$ cat src/rtl/kwdt_pkg.sv
package kwdt_pkg;

    localparam int unsigned BUS_W = 32;

    localparam logic [7:0] OFS_CTRL = 8'h00;
    localparam logic [7:0] OFS_TMO  = 8'h08;
    localparam logic [7:0] OFS_SVC  = 8'h10;
    localparam logic [7:0] OFS_CNT  = 8'h14;

    localparam int unsigned BIT_EN      = 0;
    localparam int unsigned BIT_FRZ     = 1;
    localparam int unsigned BIT_STP     = 2;
    localparam int unsigned BIT_MODE_LO = 9;
    localparam int unsigned BIT_MODE_HI = 10;

    localparam logic [1:0] MODE_FIXED = 2'b00;

    localparam logic [BUS_W-1:0] KEY_FIRST  = 32'h0000_A602;
    localparam logic [BUS_W-1:0] KEY_SECOND = 32'h0000_B480;

    typedef struct packed {
        logic       en;
        logic       frz;
        logic       stp;
        logic [1:0] mode;
    } ctrl_t;

    typedef enum logic {
        SEQ_IDLE  = 1'b0,
        SEQ_ARMED = 1'b1
    } seq_state_e;

endpackage

$ cat src/rtl/kwdt_regs.sv
module kwdt_regs
    import kwdt_pkg::*;
#(
    parameter int unsigned ADDR_W    = 8,
    parameter int unsigned CNT_W     = 32,
    parameter logic [CNT_W-1:0] TMO_RESET = 32'h000F_FFFF
) (
    input  logic              clk,
    input  logic              rst_n,
    input  logic [ADDR_W-1:0] addr,
    input  logic              we,
    input  logic [BUS_W-1:0]  wdata,
    input  logic [CNT_W-1:0]  cnt_live,
    input  logic [CNT_W-1:0]  cnt_snap,
    output ctrl_t             ctrl,
    output logic [CNT_W-1:0]  tmo,
    output logic              en_rise,
    output logic              svc_we,
    output logic [BUS_W-1:0]  rdata
);

    typedef struct packed {
        ctrl_t            ctrl;
        logic [CNT_W-1:0] tmo;
    } regs_t;

    regs_t st_d, st_q;

    logic hit_ctrl, hit_tmo, hit_svc, hit_cnt;

    always_comb begin
        hit_ctrl = (addr == ADDR_W'(OFS_CTRL));
        hit_tmo  = (addr == ADDR_W'(OFS_TMO));
        hit_svc  = (addr == ADDR_W'(OFS_SVC));
        hit_cnt  = (addr == ADDR_W'(OFS_CNT));

        st_d = st_q;
        if (we && hit_ctrl) begin
            st_d.ctrl.en   = wdata[BIT_EN];
            st_d.ctrl.frz  = wdata[BIT_FRZ];
            st_d.ctrl.stp  = wdata[BIT_STP];
            st_d.ctrl.mode = wdata[BIT_MODE_HI:BIT_MODE_LO];
        end
        if (we && hit_tmo) begin
            st_d.tmo = wdata[CNT_W-1:0];
        end

        en_rise = we && hit_ctrl && wdata[BIT_EN] && !st_q.ctrl.en;
        svc_we  = we && hit_svc;

        rdata = '0;
        if (hit_ctrl) begin
            rdata[BIT_EN]                  = st_q.ctrl.en;
            rdata[BIT_FRZ]                 = st_q.ctrl.frz;
            rdata[BIT_STP]                 = st_q.ctrl.stp;
            rdata[BIT_MODE_HI:BIT_MODE_LO] = st_q.ctrl.mode;
        end else if (hit_tmo) begin
            rdata = BUS_W'(st_q.tmo);
        end else if (hit_cnt) begin
            rdata = st_q.ctrl.en ? BUS_W'(cnt_snap) : BUS_W'(cnt_live);
        end
    end

    always_ff @(posedge clk or negedge rst_n) begin
        if (!rst_n) begin
            st_q.ctrl <= '0;
            st_q.tmo  <= TMO_RESET;
        end else begin
            st_q <= st_d;
        end
    end

    assign ctrl = st_q.ctrl;
    assign tmo  = st_q.tmo;

endmodule

$ cat src/rtl/kwdt_seq.sv
module kwdt_seq
    import kwdt_pkg::*;
(
    input  logic             clk,
    input  logic             rst_n,
    input  logic             svc_we,
    input  logic [BUS_W-1:0] wdata,
    input  logic [1:0]       mode,
    output logic             refresh
);

    typedef struct packed {
        seq_state_e state;
    } seq_t;

    seq_t st_d, st_q;

    always_comb begin
        st_d    = st_q;
        refresh = 1'b0;
        if (svc_we) begin
            st_d.state = SEQ_IDLE;
            if (mode == MODE_FIXED) begin
                unique case (st_q.state)
                    SEQ_IDLE: begin
                        if (wdata == KEY_FIRST) st_d.state = SEQ_ARMED;
                    end
                    SEQ_ARMED: begin
                        if (wdata == KEY_SECOND) refresh = 1'b1;
                    end
                    default: st_d.state = SEQ_IDLE;
                endcase
            end
        end
    end

    always_ff @(posedge clk or negedge rst_n) begin
        if (!rst_n) st_q.state <= SEQ_IDLE;
        else        st_q       <= st_d;
    end

endmodule

$ cat src/rtl/kwdt_counter.sv
module kwdt_counter
    import kwdt_pkg::*;
#(
    parameter int unsigned CNT_W    = 32,
    parameter int unsigned MIN_LOAD = 256
) (
    input  logic             clk,
    input  logic             rst_n,
    input  ctrl_t            ctrl,
    input  logic [CNT_W-1:0] tmo,
    input  logic             load,
    input  logic             dbg_halt,
    input  logic             lp_stop,
    output logic [CNT_W-1:0] cnt,
    output logic [CNT_W-1:0] snap,
    output logic             rst_req
);

    localparam logic [CNT_W-1:0] FLOOR = CNT_W'(MIN_LOAD);

    typedef struct packed {
        logic [CNT_W-1:0] cnt;
        logic [CNT_W-1:0] snap;
        logic             req;
    } cnt_t;

    cnt_t st_d, st_q;

    logic [CNT_W-1:0] load_val;
    logic             paused;
    logic             at_zero;

    always_comb begin
        load_val = (tmo < FLOOR) ? FLOOR : tmo;
        paused   = (ctrl.frz && dbg_halt) || (ctrl.stp && lp_stop);
        at_zero  = (st_q.cnt == '0);

        st_d = st_q;
        if (load) begin
            st_d.cnt = load_val;
        end else if (ctrl.en && !paused && !at_zero) begin
            st_d.cnt = st_q.cnt - CNT_W'(1);
        end

        if (ctrl.en && at_zero && !load) begin
            st_d.req = 1'b1;
        end

        if (!ctrl.en) begin
            st_d.snap = st_q.cnt;
        end
    end

    always_ff @(posedge clk or negedge rst_n) begin
        if (!rst_n) st_q <= '0;
        else        st_q <= st_d;
    end

    assign cnt     = st_q.cnt;
    assign snap    = st_q.snap;
    assign rst_req = st_q.req;

endmodule

$ cat src/rtl/keyed_wdt.sv
module keyed_wdt
    import kwdt_pkg::*;
#(
    parameter int unsigned ADDR_W    = 8,
    parameter int unsigned CNT_W     = 32,
    parameter int unsigned MIN_LOAD  = 256,
    parameter logic [CNT_W-1:0] TMO_RESET = 32'h000F_FFFF
) (
    input  logic              clk,
    input  logic              rst_n,
    input  logic [ADDR_W-1:0] bus_addr,
    input  logic              bus_we,
    input  logic [BUS_W-1:0]  bus_wdata,
    output logic [BUS_W-1:0]  bus_rdata,
    input  logic              dbg_halt,
    input  logic              lp_stop,
    output logic              rst_req
);

    ctrl_t            ctrl;
    logic [CNT_W-1:0] tmo;
    logic [CNT_W-1:0] cnt;
    logic [CNT_W-1:0] snap;
    logic             en_rise;
    logic             svc_we;
    logic             refresh;
    logic             load;

    kwdt_regs #(
        .ADDR_W    (ADDR_W),
        .CNT_W     (CNT_W),
        .TMO_RESET (TMO_RESET)
    ) u_regs (
        .clk      (clk),
        .rst_n    (rst_n),
        .addr     (bus_addr),
        .we       (bus_we),
        .wdata    (bus_wdata),
        .cnt_live (cnt),
        .cnt_snap (snap),
        .ctrl     (ctrl),
        .tmo      (tmo),
        .en_rise  (en_rise),
        .svc_we   (svc_we),
        .rdata    (bus_rdata)
    );

    kwdt_seq u_seq (
        .clk     (clk),
        .rst_n   (rst_n),
        .svc_we  (svc_we),
        .wdata   (bus_wdata),
        .mode    (ctrl.mode),
        .refresh (refresh)
    );

    assign load = en_rise || refresh;

    kwdt_counter #(
        .CNT_W    (CNT_W),
        .MIN_LOAD (MIN_LOAD)
    ) u_cnt (
        .clk      (clk),
        .rst_n    (rst_n),
        .ctrl     (ctrl),
        .tmo      (tmo),
        .load     (load),
        .dbg_halt (dbg_halt),
        .lp_stop  (lp_stop),
        .cnt      (cnt),
        .snap     (snap),
        .rst_req  (rst_req)
    );

endmodule

$ cat config.mk
export PLATFORM = sky130hd
export DESIGN_NAME = keyed_wdt
export DESIGN_NICKNAME = d
export VERILOG_FILES = /design/src/rtl/kwdt_pkg.sv /design/src/rtl/kwdt_regs.sv /design/src/rtl/kwdt_seq.sv /design/src/rtl/kwdt_counter.sv /design/src/rtl/keyed_wdt.sv
export SDC_FILE = /design/constraint.sdc
export NUM_CORES = 1
export LEC_CHECK = 0
export BUFFER_PORTS_ARGS = -buffer_cell sky130_fd_sc_hd__buf_4
export CAP_MARGIN = 40
export CORE_MARGIN = 8
export CORE_UTILIZATION = 50
export DETAILED_ROUTE_END_ITERATION = 10
export GPL_ROUTABILITY_DRIVEN = 0
export PLACE_DENSITY = 0.81
export SLEW_MARGIN = 20
export SYNTH_ARGS = -nofsm -noshare
export SYNTH_HDL_FRONTEND = slang
export SYNTH_HIERARCHICAL = 1
export SYNTH_SLANG_ARGS = --single-unit
$ cat constraint.sdc
create_clock -name clk -period 5 [get_ports clk]
set_clock_uncertainty 0.05 [all_clocks]
set_input_delay 1 -clock clk [delete_from_list [all_inputs] [get_ports clk]]
set_output_delay 1 -clock clk [all_outputs]
set_load 0.02 [all_outputs]
### After elaboration in Yosys (flattened, before gate mapping)

Index checks and enable logic that the tools add are counted.

| storage, ports and cells | value |
|---|---|
| logic and storage cells | 54 |
| bits in registers | 103 |
| output and inout bits | 33 |
| input port bits | 45 |

| cells by class | value |
|---|---|
| $add $sub $neg | 1 |
| reduce and logical (&&, ||, !) cells | 21 |
| equality and inequality tests | 5 |
| $lt $le $gt $ge | 1 |
| mux-type cells | 17 |

Operators by type and width:

| operator | number |
|---|---|
| $mux 32 | 6 |
| $eq 32x16->1 const B | 2 |
| $logic_not 32->1 | 1 |
| $lt 32x9->1 const B | 1 |
| $sub 32x1->32 const B | 1 |
| $mux 21 | 1 |
| $eq 8x5->1 const B | 2 |
| $logic_and 1x1->1 | 11 |
| $eq 8x4->1 const B | 1 |
| $logic_not 8->1 | 1 |
| $mux 1 | 7 |
| $mux 6 | 1 |
| $logic_not 1->1 | 4 |
| $mux 3 | 1 |
| $logic_not 2->1 | 1 |
| $logic_or 1x1->1 | 2 |
| $mux 2 | 1 |
| $reduce_bool 2->1 | 1 |

### Depth between registers and ports, before layout

| logic depth | value |
|---|---|
| depth in word-level cells | 8 |
| mapped depth | 11 |
| gate-level depth less buffers | 10 |

### Cells and area by module

The synthesis kept the hierarchy.

Modules (own cells, without submodules):

| module | area an instance (µm²) | cells each | instances | sequential area each (µm²) |
|---|---|---|---|---|
| kwdt_counter | 3349.5 | 313 | 1 | 1626.6 |
| kwdt_regs | 2387.3 | 177 | 1 | 950.9 |
| kwdt_seq | 151.4 | 17 | 1 | 25.0 |
| keyed_wdt | 6.3 | 1 | 1 | 0.0 |

### Least setup slack after synthesis

OpenSTA, ideal clock, no wires.

| timing path | value |
|---|---|
| path type | input to register |
| start point | in bus_addr[1] |
| end point | reg u_cnt.st_q (netlist bit u_cnt/cnt[17]) |
| path buffers | 1 |
| data required time | 4.873 ns |
| arrival | 3.470 ns |
| library setup time | 0.077 ns |
| stages | 11 |
| setup slack | 1.403 ns |
| cells stage by stage | nor3_2 > and4b_1 > and4b_1 > nand4_1 > nor4_1 > or2_1 > inv_1 > a31oi_1 > clkbuf_1 > nand2_1 > a21oi_1 |

| on the way | value |
|---|---|
| elaborated cells between the ends (all ways) | 10 |
| classes of those cells | eq/ne (1); mux (2); reduce/logical (7) |

RTL lines:

| what | line | RTL |
|---|---|---|
| from (decl) | keyed_wdt.sv:11 | `input logic [ADDR_W-1:0] bus_addr,` |
| $eq 8x5->1 (*) | kwdt_regs.sv:34 | `hit_svc = (addr == ADDR_W'(OFS_SVC));` |
| $logic_and 1x1->1 (*) | kwdt_regs.sv:49 | `svc_we = we && hit_svc;` |
| named net svc_we | keyed_wdt.sv:25 | `logic svc_we;` |
| $mux 1 (*) | kwdt_seq.sv:21 | `if (svc_we) begin` |
| named net refresh | keyed_wdt.sv:26 | `logic refresh;` |
| $logic_or 1x1->1 (*) | keyed_wdt.sv:57 | `assign load = en_rise \|\| refresh;` |
| named net load | keyed_wdt.sv:27 | `logic load;` |
| $mux 32 or $reduce_bool 2->1 (tied branches) | - |  |
| to (signal assigned) | kwdt_counter.sv:56 | `else st_q <= st_d;` |
| to (decl) | kwdt_counter.sv:27 | `cnt_t st_d, st_q;` |

The timed path passes the listed nets; every way through them passes the cells marked *.
A chain may end at the register's enable or synchronous reset.

### Final worst setup path

| timing path | value |
|---|---|
| start point | in bus_addr[1] |
| end point | out bus_rdata[20] |

| on the way | value |
|---|---|
| cells in the longest elaborated chain, start to end | 4 |
| elaborated cells between the ends (all ways) | 6 |
| classes of those cells | eq/ne (2); mux (3); reduce/logical (1) |

Ends and longest elaborated chain:

| what | line | RTL |
|---|---|---|
| $eq 8x5->1 | kwdt_regs.sv:35 | `hit_cnt = (addr == ADDR_W'(OFS_CNT));` |
| $mux 32 | kwdt_regs.sv:59 | `end else if (hit_cnt) begin` |
| $mux 32 | kwdt_regs.sv:57 | `end else if (hit_tmo) begin` |
| $mux 21 (*) | kwdt_regs.sv:52 | `if (hit_ctrl) begin` |
| to (decl) | keyed_wdt.sv:14 | `output logic [BUS_W-1:0] bus_rdata,` |

Mark *: on every way between the ends. The rest lies on a longest branch, timed or not.

==> reports/results.txt <==
RSZ-0062 raised after global routing: no
power density over the cells: 284 nW/um^2
CP cell instances: buf_4 -> nor3_2 -> and3_1 -> buf_4 -> o2bb2ai_1 -> buf_4
initial antenna violation count: 0
postcts setup bufs: 0
Buffers on Ports: 77
Total Die Area: 15,500 sq um
post-route ant nets: 0
via count: 4,716
async set-reset flop share out of synthesis: 100%
WL/cell: 21.5 um
total gr overflow: 0
Final Slew Violations: 0
Tightest Pin Transition: 742 ps
Syn. warnings: 6
P_leak: 2.97 nW
fin crit period: 3700 ps
CP endpoint: bus_rdata[20]
Reg2Reg Depth: 8
hold crit path type: reg -> reg
most common cell after layout, fill and taps aside: buf_4
cts hold-fix bufs: 0
CTS Buffer Depth: 2
Final TNS setup: 0 ps
WP buf/inv: 3
Post-Syn Area: 5890 sq um
Post-Syn Instances: 508
Die Y: 125 um
drt first-iter violations: 459
syn avg cell area: 11.6 sq um
WS Path Type: in -> out
CTS root buf: clkbuf_16
core area: 11,500 sq um
clock sink total: 103
Starting Density: 51.4%
CP endpoint kind: output port
Crit path arrival time: 2650 ps
EDFF count, synth: 0
Layout Nets: 621
RR Startpoint: u_cnt/cnt[0]$_DFFE_PN0P_
synth unique cells: 68
Ports: 78
site row count: 39
pre-CTS setup slack: 1340 ps
Worst R2R Setup Slack: 1790 ps
outcome: complete, no violations
CP peak stage delay: 560 ps
most frequent cells in the layout: buf_4, dfrtp_1, mux2_2
Hold Vio Cnt, Final: 0
largest net degree at the start of global routing: 58
Worst path slowest cell: nor3_2
number of max-cap violations: 0
Total GRT Usage: 19.9%
Startpoint Class: primary input
Max FO, Critical Path: 27
setup violators final: 0
final WL: 15,600 um
Post-CTS Resized: 0
Top delay family on crit path: simple AND/OR/NAND/NOR gates
first-pass GRT wire length: 25,300 um
Seq/Total Area, Yosys: 44.2%
H-tree depth: 3
Most common cell on crit path: buf_4
Total Power: 1.96 mW
area grow syn2layout: 16.8%
share of layout cells above drive strength 1: 37.4%
PnR worst setup slack: 1300 ps
Final Util: 60.0%
Vias/cell: 6.52
final worst-path cycle share: 74.1%
# fillers: 912
clk slew on worst S/H paths: 60 ps
Diodes inserted: 0
vias in the first global route: 4,808
fmax: 270 MHz
post-route cell area: 6880 sq um
beginning of the critical path: bus_addr[1]
#FFs+latches synth: 103
Num CTS Buffers: 9
worst skew pair latency: 360 ps
# DRC: 0
post-place instance area: 6570 sq um
syn_nets: 554
r2r endpoint: u_cnt/cnt[29]$_DFFE_PN0P_
Detail Placement HPWL: 10,800 um
Hold Path Depth: 2
Die W: 125 um
Main synth FF type: dfrtp_1
Crit path required time: 3950 ps
Crit path depth: 6
drt pass-1 iters: 5
CTS tree: built
Worst VDD drop: 388 uV
Slew headroom: 50.6%
[cell usage after synthesis, drive strengths merged, types with 7 or more instances]
cell type / n / area [sq um]
dfrtp: 83 / 2080
mux2: 72 / 923
mux2i: 29 / 290
o2bb2ai: 27 / 236
nand2: 24 / 90.1
nor4: 24 / 178
dfstp: 20 / 526
nand3: 18 / 90.1
or4: 18 / 144
buf: 16 / 116
nor2: 16 / 60.1
clkbuf: 15 / 56.3
nor3: 13 / 75.1
o21ai: 11 / 55.1
a31oi: 9 / 56.3
nand2b: 8 / 50.1
a2bb2oi: 7 / 61.3
o311ai: 7 / 61.3
o31ai: 7 / 52.6
or3: 7 / 46.3
[through the flow]
stage,hold slack (ps),instances
after floorplan,398,508
after global placement,415,705
after detailed placement,426,706
after CTS,440,722
after global routing,466,723
final,442,723
[cell type report]
| type | count | area, sq um | area share (%) |
|---|---|---|---|
| Multi-Input combinational cell | 369 | 3110 | 45.2 |
| Sequential cell | 103 | 2600 | 37.8 |
| Inverter | 5 | 18.8 | 0.273 |
| Clock buffer | 11 | 243 | 3.53 |
| Tap cell | 143 | 179 | 2.60 |
| Timing Repair Buffer | 87 | 669 | 9.72 |
| Clock inverter | 5 | 56.3 | 0.818 |
[how the worst min path moves through the flow]
| stage | startpoint | end | slack (ps) |
|---|---|---|---|
| after floorplan | u_cnt/snap[0]$_DFFE_PN0N_ | u_cnt/snap[0]$_DFFE_PN0N_ | 400 |
| after CTS | u_cnt/snap[0]$_DFFE_PN0N_ | u_cnt/snap[0]$_DFFE_PN0N_ | 440 |
| after detailed placement | u_cnt/snap[0]$_DFFE_PN0N_ | u_cnt/snap[0]$_DFFE_PN0N_ | 430 |
| after global routing | u_cnt/snap[3]$_DFFE_PN0N_ | u_cnt/snap[3]$_DFFE_PN0N_ | 470 |
| final | u_cnt/snap[1]$_DFFE_PN0N_ | u_cnt/snap[1]$_DFFE_PN0N_ | 440 |
| after global placement | u_cnt/snap[0]$_DFFE_PN0N_ | u_cnt/snap[0]$_DFFE_PN0N_ | 420 |
[power by group]
part / total [mW] / internal [mW] / switching (mW)
Sequential: 0.971 / 0.900 / 0.0713
Clock: 0.720 / 0.402 / 0.317
Combinational: 0.266 / 0.132 / 0.134
[cells by family after synthesis]
logic type,synth area share [%]
xor+xnor,0.892
mux,20.6
fa+ha+maj,0.212
flops,44.2
compound gates,13.5
buf+inv,3.25
simple gates,17.4
[sequential cells by signal, indices dropped and copies added (netlist names)]
signal,cells
u_regs/tmo,32
u_cnt/cnt,32
u_cnt/rst_req,1
u_seq/st_q,1
u_regs/ctrl,5
u_cnt/snap,32
[per-layer routing]
metal	vias up	track usage, %	wire [um]
li1	2123	-	-
met1	2352	26.8	7070
met2	218	29.9	7080
met3	23	6.34	1190
met4	0	5.88	242
met5	-	0	0
[tightest hold or removal path, stage by stage, from the launching register on]
cell and delay (ps):
dfrtp_1 340, nand2_1 50, o21ai_0 70
Note: power is estimated with default switching activity, not from simulation.
